--- src/rtl/irq_cfg_pkg.sv ---
package irq_cfg_pkg;
  localparam int unsigned EXC_VECS = 16;
  localparam int unsigned AUX_AW   = 4;
  localparam int unsigned AUX_DW   = 32;

  typedef enum logic [AUX_AW-1:0] {
    A_SEL    = 4'd0,
    A_PRIO   = 4'd1,
    A_TRIG   = 4'd2,
    A_EN     = 4'd3,
    A_CANCEL = 4'd4,
    A_CTRL   = 4'd5,
    A_VBASE  = 4'd6
  } aux_addr_e;
endpackage

--- src/rtl/irq_aux_regs.sv ---
module irq_aux_regs
  import irq_cfg_pkg::*;
#(
  parameter int unsigned NUM_VEC = 64,
  localparam int unsigned VEC_W  = $clog2(NUM_VEC)
) (
  input  logic              clk_i,
  input  logic              rst_ni,
  input  logic              wr_i,
  input  logic [AUX_AW-1:0] addr_i,
  input  logic [AUX_DW-1:0] wdata_i,
  output logic [VEC_W-1:0]  sel_o,
  output logic [AUX_DW-1:0] ctrl_o,
  output logic [AUX_DW-1:0] vbase_o,
  output logic              prio_we_o,
  output logic              trig_we_o,
  output logic              en_we_o,
  output logic              cancel_we_o
);
  logic [VEC_W-1:0] sel_q;
  logic             sel_ok;

  // only line vectors may be selected
  assign sel_ok = (wdata_i >= AUX_DW'(EXC_VECS)) && (wdata_i < AUX_DW'(NUM_VEC));

  always_ff @(posedge clk_i or negedge rst_ni) begin
    if (!rst_ni) begin
      sel_q   <= VEC_W'(EXC_VECS);
      ctrl_o  <= '0;
      vbase_o <= '0;
    end else if (wr_i) begin
      if (addr_i == A_SEL && sel_ok) sel_q <= wdata_i[VEC_W-1:0];
      if (addr_i == A_CTRL)          ctrl_o  <= wdata_i;
      if (addr_i == A_VBASE)         vbase_o <= wdata_i;
    end
  end

  assign sel_o       = sel_q;
  assign prio_we_o   = wr_i && (addr_i == A_PRIO);
  assign trig_we_o   = wr_i && (addr_i == A_TRIG);
  assign en_we_o     = wr_i && (addr_i == A_EN);
  assign cancel_we_o = wr_i && (addr_i == A_CANCEL);


  sel_range_chk: assert property (@(posedge clk_i) disable iff (!rst_ni)
    (sel_q >= VEC_W'(EXC_VECS)) && (32'(sel_q) < NUM_VEC));


  ctrl_keep_chk: assert property (@(posedge clk_i) disable iff (!rst_ni)
    !(wr_i && (addr_i == A_CTRL)) |=> $stable(ctrl_o));


  vbase_load_chk: assert property (@(posedge clk_i) disable iff (!rst_ni)
    (wr_i && (addr_i == A_VBASE)) |=> (vbase_o == $past(wdata_i)));
endmodule

--- src/rtl/irq_line_bank.sv ---
module irq_line_bank #(
  parameter int unsigned NUM_LINES = 48,
  parameter int unsigned PRIO_W    = 4,
  parameter bit          SECURE    = 1'b1,
  localparam int unsigned LINE_W   = (NUM_LINES > 1) ? $clog2(NUM_LINES) : 1,
  localparam logic [PRIO_W-1:0] PRIO_MAX = {PRIO_W{1'b1}}
) (
  input  logic                             clk_i,
  input  logic                             rst_ni,
  input  logic [NUM_LINES-1:0]             irq_i,
  input  logic [LINE_W-1:0]                sel_line_i,
  input  logic                             prio_we_i,
  input  logic                             trig_we_i,
  input  logic                             en_we_i,
  input  logic                             cancel_we_i,
  input  logic [PRIO_W:0]                  wdata_i,
  output logic [NUM_LINES-1:0]             pend_o,
  output logic [NUM_LINES-1:0]             en_o,
  output logic [NUM_LINES-1:0][PRIO_W-1:0] prio_o,
  output logic [PRIO_W-1:0]                rd_prio_o,
  output logic                             rd_sec_o,
  output logic                             rd_trig_o,
  output logic                             rd_en_o,
  output logic                             rd_pend_o
);
  logic [NUM_LINES-1:0] trig_q, en_q, irq_q, sticky_q, sec_q;
  logic [NUM_LINES-1:0][PRIO_W-1:0] prio_q;

  for (genvar k = 0; k < NUM_LINES; k++) begin : g_line
    logic hit, edge_seen, cancel;
    assign hit       = (sel_line_i == LINE_W'(k));
    assign edge_seen = irq_i[k] && !irq_q[k];
    assign cancel    = cancel_we_i && wdata_i[0] && hit;

    always_ff @(posedge clk_i or negedge rst_ni) begin
      if (!rst_ni) begin
        prio_q[k]   <= PRIO_MAX;
        trig_q[k]   <= 1'b0;
        en_q[k]     <= 1'b0;
        irq_q[k]    <= 1'b0;
        sticky_q[k] <= 1'b0;
      end else begin
        irq_q[k] <= irq_i[k];
        if (prio_we_i && hit) prio_q[k] <= wdata_i[PRIO_W-1:0];
        if (trig_we_i && hit) trig_q[k] <= wdata_i[0];
        if (en_we_i && hit)   en_q[k]   <= wdata_i[0];
        // a fresh edge wins over a simultaneous cancel
        if (!trig_q[k])     sticky_q[k] <= 1'b0;
        else if (edge_seen) sticky_q[k] <= 1'b1;
        else if (cancel)    sticky_q[k] <= 1'b0;
      end
    end

    if (SECURE) begin : g_sec
      always_ff @(posedge clk_i or negedge rst_ni) begin
        if (!rst_ni)               sec_q[k] <= 1'b0;
        else if (prio_we_i && hit) sec_q[k] <= wdata_i[PRIO_W];
      end
    end else begin : g_nosec
      assign sec_q[k] = 1'b0;
    end

    assign pend_o[k] = trig_q[k] ? sticky_q[k] : irq_i[k];


    pulse_cancel_chk: assert property (@(posedge clk_i) disable iff (!rst_ni)
      (cancel && !edge_seen) |=> !sticky_q[k]);


    pulse_hold_chk: assert property (@(posedge clk_i) disable iff (!rst_ni)
      (sticky_q[k] && trig_q[k] && !cancel && !(trig_we_i && hit)) |=> sticky_q[k]);
  end

  assign en_o      = en_q;
  assign prio_o    = prio_q;
  assign rd_prio_o = prio_q[sel_line_i];
  assign rd_sec_o  = sec_q[sel_line_i];
  assign rd_trig_o = trig_q[sel_line_i];
  assign rd_en_o   = en_q[sel_line_i];
  assign rd_pend_o = pend_o[sel_line_i];
endmodule

--- src/rtl/irq_arbiter.sv ---
module irq_arbiter #(
  parameter int unsigned NUM_LINES = 48,
  parameter int unsigned PRIO_W    = 4,
  localparam int unsigned LINE_W   = (NUM_LINES > 1) ? $clog2(NUM_LINES) : 1
) (
  input  logic                             clk_i,
  input  logic                             rst_ni,
  input  logic [NUM_LINES-1:0]             pend_i,
  input  logic [NUM_LINES-1:0]             en_i,
  input  logic [NUM_LINES-1:0][PRIO_W-1:0] prio_i,
  output logic                             win_valid_o,
  output logic [LINE_W-1:0]                win_idx_o,
  output logic [PRIO_W-1:0]                win_prio_o
);
  // strict compare: on a tie the lower index keeps the win
  always_comb begin
    win_valid_o = 1'b0;
    win_idx_o   = '0;
    win_prio_o  = '1;
    for (int k = 0; k < NUM_LINES; k++) begin
      if (pend_i[k] && en_i[k] && (!win_valid_o || prio_i[k] < win_prio_o)) begin
        win_valid_o = 1'b1;
        win_idx_o   = LINE_W'(k);
        win_prio_o  = prio_i[k];
      end
    end
  end


  win_enabled_chk: assert property (@(posedge clk_i) disable iff (!rst_ni)
    win_valid_o |-> (en_i[win_idx_o] && pend_i[win_idx_o]));


  win_any_chk: assert property (@(posedge clk_i) disable iff (!rst_ni)
    ((pend_i & en_i) != '0) |-> win_valid_o);
endmodule

--- src/rtl/irq_cfg_unit.sv ---
module irq_cfg_unit
  import irq_cfg_pkg::*;
#(
  parameter int unsigned NUM_VEC = 64,
  parameter int unsigned PRIO_W  = 4,
  parameter bit          SECURE  = 1'b1,
  localparam int unsigned NUM_LINES = NUM_VEC - EXC_VECS,
  localparam int unsigned VEC_W     = $clog2(NUM_VEC),
  localparam int unsigned LINE_W    = (NUM_LINES > 1) ? $clog2(NUM_LINES) : 1
) (
  input  logic                 clk_i,
  input  logic                 rst_ni,
  input  logic                 aux_wr_i,
  input  logic [AUX_AW-1:0]    aux_addr_i,
  input  logic [AUX_DW-1:0]    aux_wdata_i,
  output logic [AUX_DW-1:0]    aux_rdata_o,
  input  logic [NUM_LINES-1:0] irq_i,
  input  logic [PRIO_W:0]      thresh_i,
  output logic [VEC_W-1:0]     vec_o,
  output logic                 vec_valid_o,
  output logic                 req_o
);
  logic [VEC_W-1:0]  sel;
  logic [LINE_W-1:0] sel_line;
  logic [AUX_DW-1:0] ctrl_q, vbase_q;
  logic prio_we, trig_we, en_we, cancel_we;
  logic [NUM_LINES-1:0] pend, en;
  logic [NUM_LINES-1:0][PRIO_W-1:0] prio;
  logic [PRIO_W-1:0] rd_prio, win_prio;
  logic rd_sec, rd_trig, rd_en, rd_pend, win_valid;
  logic [LINE_W-1:0] win_idx;

  irq_aux_regs #(.NUM_VEC(NUM_VEC)) u_regs (
    .clk_i, .rst_ni,
    .wr_i(aux_wr_i), .addr_i(aux_addr_i), .wdata_i(aux_wdata_i),
    .sel_o(sel), .ctrl_o(ctrl_q), .vbase_o(vbase_q),
    .prio_we_o(prio_we), .trig_we_o(trig_we), .en_we_o(en_we),
    .cancel_we_o(cancel_we)
  );

  assign sel_line = LINE_W'(sel - VEC_W'(EXC_VECS));

  irq_line_bank #(.NUM_LINES(NUM_LINES), .PRIO_W(PRIO_W), .SECURE(SECURE)) u_bank (
    .clk_i, .rst_ni, .irq_i,
    .sel_line_i(sel_line),
    .prio_we_i(prio_we), .trig_we_i(trig_we), .en_we_i(en_we),
    .cancel_we_i(cancel_we),
    .wdata_i(aux_wdata_i[PRIO_W:0]),
    .pend_o(pend), .en_o(en), .prio_o(prio),
    .rd_prio_o(rd_prio), .rd_sec_o(rd_sec), .rd_trig_o(rd_trig),
    .rd_en_o(rd_en), .rd_pend_o(rd_pend)
  );

  irq_arbiter #(.NUM_LINES(NUM_LINES), .PRIO_W(PRIO_W)) u_arb (
    .clk_i, .rst_ni,
    .pend_i(pend), .en_i(en), .prio_i(prio),
    .win_valid_o(win_valid), .win_idx_o(win_idx), .win_prio_o(win_prio)
  );

  always_comb begin
    aux_rdata_o = '0;
    case (aux_addr_i)
      A_SEL:    aux_rdata_o = AUX_DW'(sel);
      A_PRIO:   aux_rdata_o = AUX_DW'({rd_sec, rd_prio});
      A_TRIG:   aux_rdata_o = AUX_DW'(rd_trig);
      A_EN:     aux_rdata_o = AUX_DW'(rd_en);
      A_CANCEL: aux_rdata_o = AUX_DW'(rd_pend);
      A_CTRL:   aux_rdata_o = ctrl_q;
      A_VBASE:  aux_rdata_o = vbase_q;
      default:  aux_rdata_o = '0;
    endcase
  end

  always_ff @(posedge clk_i or negedge rst_ni) begin
    if (!rst_ni) begin
      vec_o       <= '0;
      vec_valid_o <= 1'b0;
      req_o       <= 1'b0;
    end else begin
      vec_o       <= VEC_W'(EXC_VECS) + VEC_W'(win_idx);
      vec_valid_o <= win_valid;
      req_o       <= win_valid && ({1'b0, win_prio} < thresh_i);
    end
  end


  req_needs_valid_chk: assert property (@(posedge clk_i) disable iff (!rst_ni)
    req_o |-> vec_valid_o);


  vec_range_chk: assert property (@(posedge clk_i) disable iff (!rst_ni)
    vec_valid_o |-> (vec_o >= VEC_W'(EXC_VECS)) && (32'(vec_o) < NUM_VEC));


  valid_follows_chk: assert property (@(posedge clk_i) disable iff (!rst_ni)
    win_valid |=> vec_valid_o);
endmodule

--- config.mk ---
export PLATFORM = sky130hd
export DESIGN_NAME = irq_cfg_unit
export DESIGN_NICKNAME = d
export VERILOG_FILES = /design/src/rtl/irq_cfg_pkg.sv /design/src/rtl/irq_aux_regs.sv /design/src/rtl/irq_line_bank.sv /design/src/rtl/irq_arbiter.sv /design/src/rtl/irq_cfg_unit.sv
export SDC_FILE = /design/constraint.sdc
export NUM_CORES = 1
export LEC_CHECK = 0
export BUFFER_PORTS_ARGS = -buffer_cell sky130_fd_sc_hd__buf_2
export CAP_MARGIN = 0
export CORE_UTILIZATION = 61
export DETAILED_ROUTE_END_ITERATION = 8
export PLACE_DENSITY_LB_ADDON = 0.05
export REMOVE_ABC_BUFFERS = 1
export SYNTH_ARGS = -nofsm -noshare
export SYNTH_HDL_FRONTEND = slang
export SYNTH_SLANG_ARGS = --single-unit
--- constraint.sdc ---
create_clock -name clk_i -period 100.4 [get_ports clk_i]
set_input_delay 20.08 -clock clk_i [delete_from_list [all_inputs] [get_ports clk_i]]
set_output_delay 20.08 -clock clk_i [all_outputs]
set_load 0.02 [all_outputs]
==> impl_metrics.csv <==
group,metric,value,unit
status,outcome,"finished clean",
pwr,power,481,µW
worst_setup_path,critPathCaptureType,"flop",
routing,first_pass_iters,6,
logic_synthesis,ys_types,137,
cells_and_area,fill_cells,4398,
sta,hold_ws,0.502,ns
global_routing,grt_pass1_wl,171000,µm
cells_and_area,multiInputGateArea,21700,µm²
cells_and_area,seq_area,13000,µm²
logic_synthesis,ys.flop_type,"dfrtp_1",
sta,final_hold_viol_count,0,
sta,max_slew_margin,21.3,%
global_routing,grt_max_degree,169,
routing,drc,0,
hold_path,hp-class,"reg -> reg",
logic_synthesis,ys_warn_count,0,
cells_and_area,fin_nets,3737,
global_routing,met3_usage,5.05,%
floorplanning,die-height,244,µm
placement,io_buffer_count,131,
pwr,ir_drop,0.0138,mV
clock_tree,cts_tree,"yes",
global_routing,grt_use_met2,59.2,%
floorplanning,pin_count,132,
pwr,p_per_area,12.3,nW/µm²
worst_setup_path,critical_path.max_stage_delay,0.54,ns
global_routing,grt_use_met1,50.1,%
floorplanning,std_cell_rows,88,
global_routing,grt_antenna_before_repair,13,
logic_synthesis,synth-async-reset-ratio,100,%
logic_synthesis,synth.avg_cell_area,10.1,µm²
global_routing,grt_busiest_layer,"met2",
worst_setup_path,worstPathRequired,100.94,ns
sta,fin_skew,0.0234,ns
cells_and_area,syn_to_final_growth,9.11,%
sta,setup_viol,0,
logic_synthesis,synth_top_area_share,22.2,%
routing,detail_route.wl_per_cell,24.8,µm
worst_setup_path,cpMaxStageDelayCell,"a22oi_2",
placement,dpl.hpwl,79000,µm
clock_tree,cts_buffers,55,
placement,dpl-instance-area,37000,µm²
sta,rsz0062_at_grt,"no",
sta,setup_tns,0,ns
worst_setup_path,crit_path_frequent_cell,"ha_1",
cells_and_area,fin_area,39000,µm²
logic_synthesis,syn_inst,3529,
hold_path,worstHoldPathCells,1,
logic_synthesis,ys_seq_area_share,36.4,%
sta,post-route-min-period,93.71,ns
clock_tree,cts_buffer_depth,3,
job,drv_cap,0,
logic_synthesis,syn_area,35800,µm²
sta,worst_slew_pin_slew,1.17,ns
cells_and_area,layout_common_cells,"447 x mux2_2, 371 x nand2_1, 313 x dfrtp_1",
worst_setup_path,r2r.worst_path.cells,354,
clock_tree,htree_levels,2,
placement,place.gp.congestion,0.986,
worst_setup_path,cp-start-kind,"input port",
sta,final.period_utilization,93.3,%
global_routing,grt-ovfl-total,0,
pwr,p_leak,16.6,nW
floorplanning,start_util,61.8,%
logic_synthesis,synth_edf_count,0,
sta,max_freq,0.0107,GHz
global_routing,grt_util_all_layers,36.4,%
worst_setup_path,worstSetupPathType,"in -> reg",
logic_synthesis,yosysTopAreaCell,"dfrtp_1",
global_routing,grt_pass1_vias,29400,
cells_and_area,drive_above_1_share,31.3,%
routing,viasPerCell,6.87,
clock_tree,post-cts-setup-buffers,0,
sta,slew_violations,0,
routing,vias,30300,
routing,drt_iter0_drc,2562,
floorplanning,coreArea,57800,µm²
floorplanning,die_area,59600,µm²
floorplanning,die_x,244,µm
worst_setup_path,worstPathArrival,94.25,ns
clock_tree,clkSlewWorstSetupHoldPaths,0.06,ns
routing,drt_wl_total,109000,µm
routing,antenna_left,0,
logic_synthesis,synth_seq_cells,510,
logic_synthesis,yosys-top-cells-area,"dfrtp_1 22%, dfstp_2 14%, mux2_2 14%, mux4_2 7.3%, nand2_1 3.9%",
clock_tree,clock_latency,0.63,ns
worst_setup_path,critPathMaxFanout,15,
clock_tree,cts_sinks,510,
cells_and_area,final_common_cell,"mux2_2",
clock_tree,root_buffer,"clkbuf_16",
==> critical path, delay by kind of cell <==
family,cells,cell delay (ns)
AOI/OAI and AO/OA,150,35.31
adders and majority gates,48,13.79
buffers and inverters,24,1.99
muxes,21,5.70
and+or+nand+nor,112,17.29
==> state kept, by name (all words and copies together) (netlist names) <==
| register | count |
|---|---|
| vec_valid_o | 1 |
| u_regs.ctrl_o | 32 |
| u_bank.prio_o | 192 |
| u_regs.vbase_o | 32 |
| u_bank.irq_q | 48 |
| u_bank.en_o | 48 |
| vec_o | 6 |
| u_bank.sticky_q | 48 |
| req_o | 1 |
| u_bank.trig_q | 48 |
| u_regs.sel_o | 6 |
| u_bank.sec_q | 48 |
==> layout make-up <==
type                            count  share of cell area [%]
Sequential cell                   510                    33.4
Timing Repair Buffer              157                    2.25
Clock inverter                     27                   0.905
Antenna cell                       10                  0.0641
Tap cell                          765                    2.45
Multi-Input combinational cell   2732                    55.6
Clock buffer                       77                    4.10
Inverter                          130                    1.25
==> cell families after synthesis <==
group / Yosys count / synth area share [%]
AOI/OAI and AO/OA: 902 / 18.6
xor gates and xnor gates: 25 / 0.612
adders and majority gates: 79 / 2.64
buffers and inverters: 287 / 3.11
DFF: 510 / 36.4
muxes: 662 / 24.2
and+or+nand+nor: 1064 / 14.5
==> Yosys cell counts (10+ instances only) <==
master	count
mux4_2	116
nand4_1	15
a21boi_0	53
and3_1	26
a211o_1	19
a22oi_1	21
o31a_1	11
maj3_1	17
mux2_2	447
mux2i_1	91
or2_2	23
nand3_1	67
a31o_2	10
o21bai_1	16
and2_1	27
inv_1	128
o21ai_1	18
a22o_1	33
o22ai_1	20
o211a_1	11
dfrtp_1	317
ha_1	59
dfstp_2	193
nand2b_1	127
nand2_1	371
or3_1	14
nor2_1	239
a21o_1	46
o211ai_1	31
nor4_1	13
nor2b_1	26
o21ai_0	119
o21a_1	21
buf_1	32
clkbuf_1	113
xnor2_1	16
a31oi_1	47
o31ai_1	68
a211oi_1	39
a21oi_1	141
nor3_1	50
==> power breakdown <==
part	leakage [nW]	total, mW	switching [mW]	internal (mW)
Clock	0.957	0.218	0.0884	0.130
Combinational	9.52	0.0442	0.0271	0.0170
Sequential	6.17	0.218	0.00419	0.214
==> path summary, 6_finish.rpt <==
check	slack [ns]	start	endpoint
worst max-delay path	6.69	irq_i[0]	req_o
worst min-delay path	0.50	u_bank.sec_q[10]	u_bank.sec_q[10]
worst max register to register	25.75	u_bank.trig_q[0]	req_o
worst min register to register	0.50	u_bank.sec_q[10]	u_bank.sec_q[10]
max in group asynchronous	78.30	rst_ni	u_bank.en_o[30]
min in group asynchronous	19.62	rst_ni	u_bank.sec_q[0]
==> per-stage QoR <==
stage | std cells | setup slack [ns] | utilization [%]
final | 4408 | 6.69 | 67.5
after global routing | 4406 | 0.168 | 67.5
after CTS | 4398 | 6.53 | 67.4
after detailed placement | 4294 | 6.28 | 64.0
after global placement | 4294 | 8.84 | 64.0
after floorplan | 3372 | 15.74 | -
==> metal layers <==
metal / vias up / part of all wire (%)
met4: 6 / 3.1
met5: - / 0.034
met2: 1317 / 48
li1: 13400 / -
met1: 15300 / 42
met3: 223 / 7.3
==> repair_timing <==
action | 4_1_cts | 5_1_grt
setup endpoints to repair | 0 | 7
gates resized for setup | 0 | 7
endpoints found under the hold margin | 0 | 0
hold buffers | 0 | 0
Power figures use the tool's default switching activity.
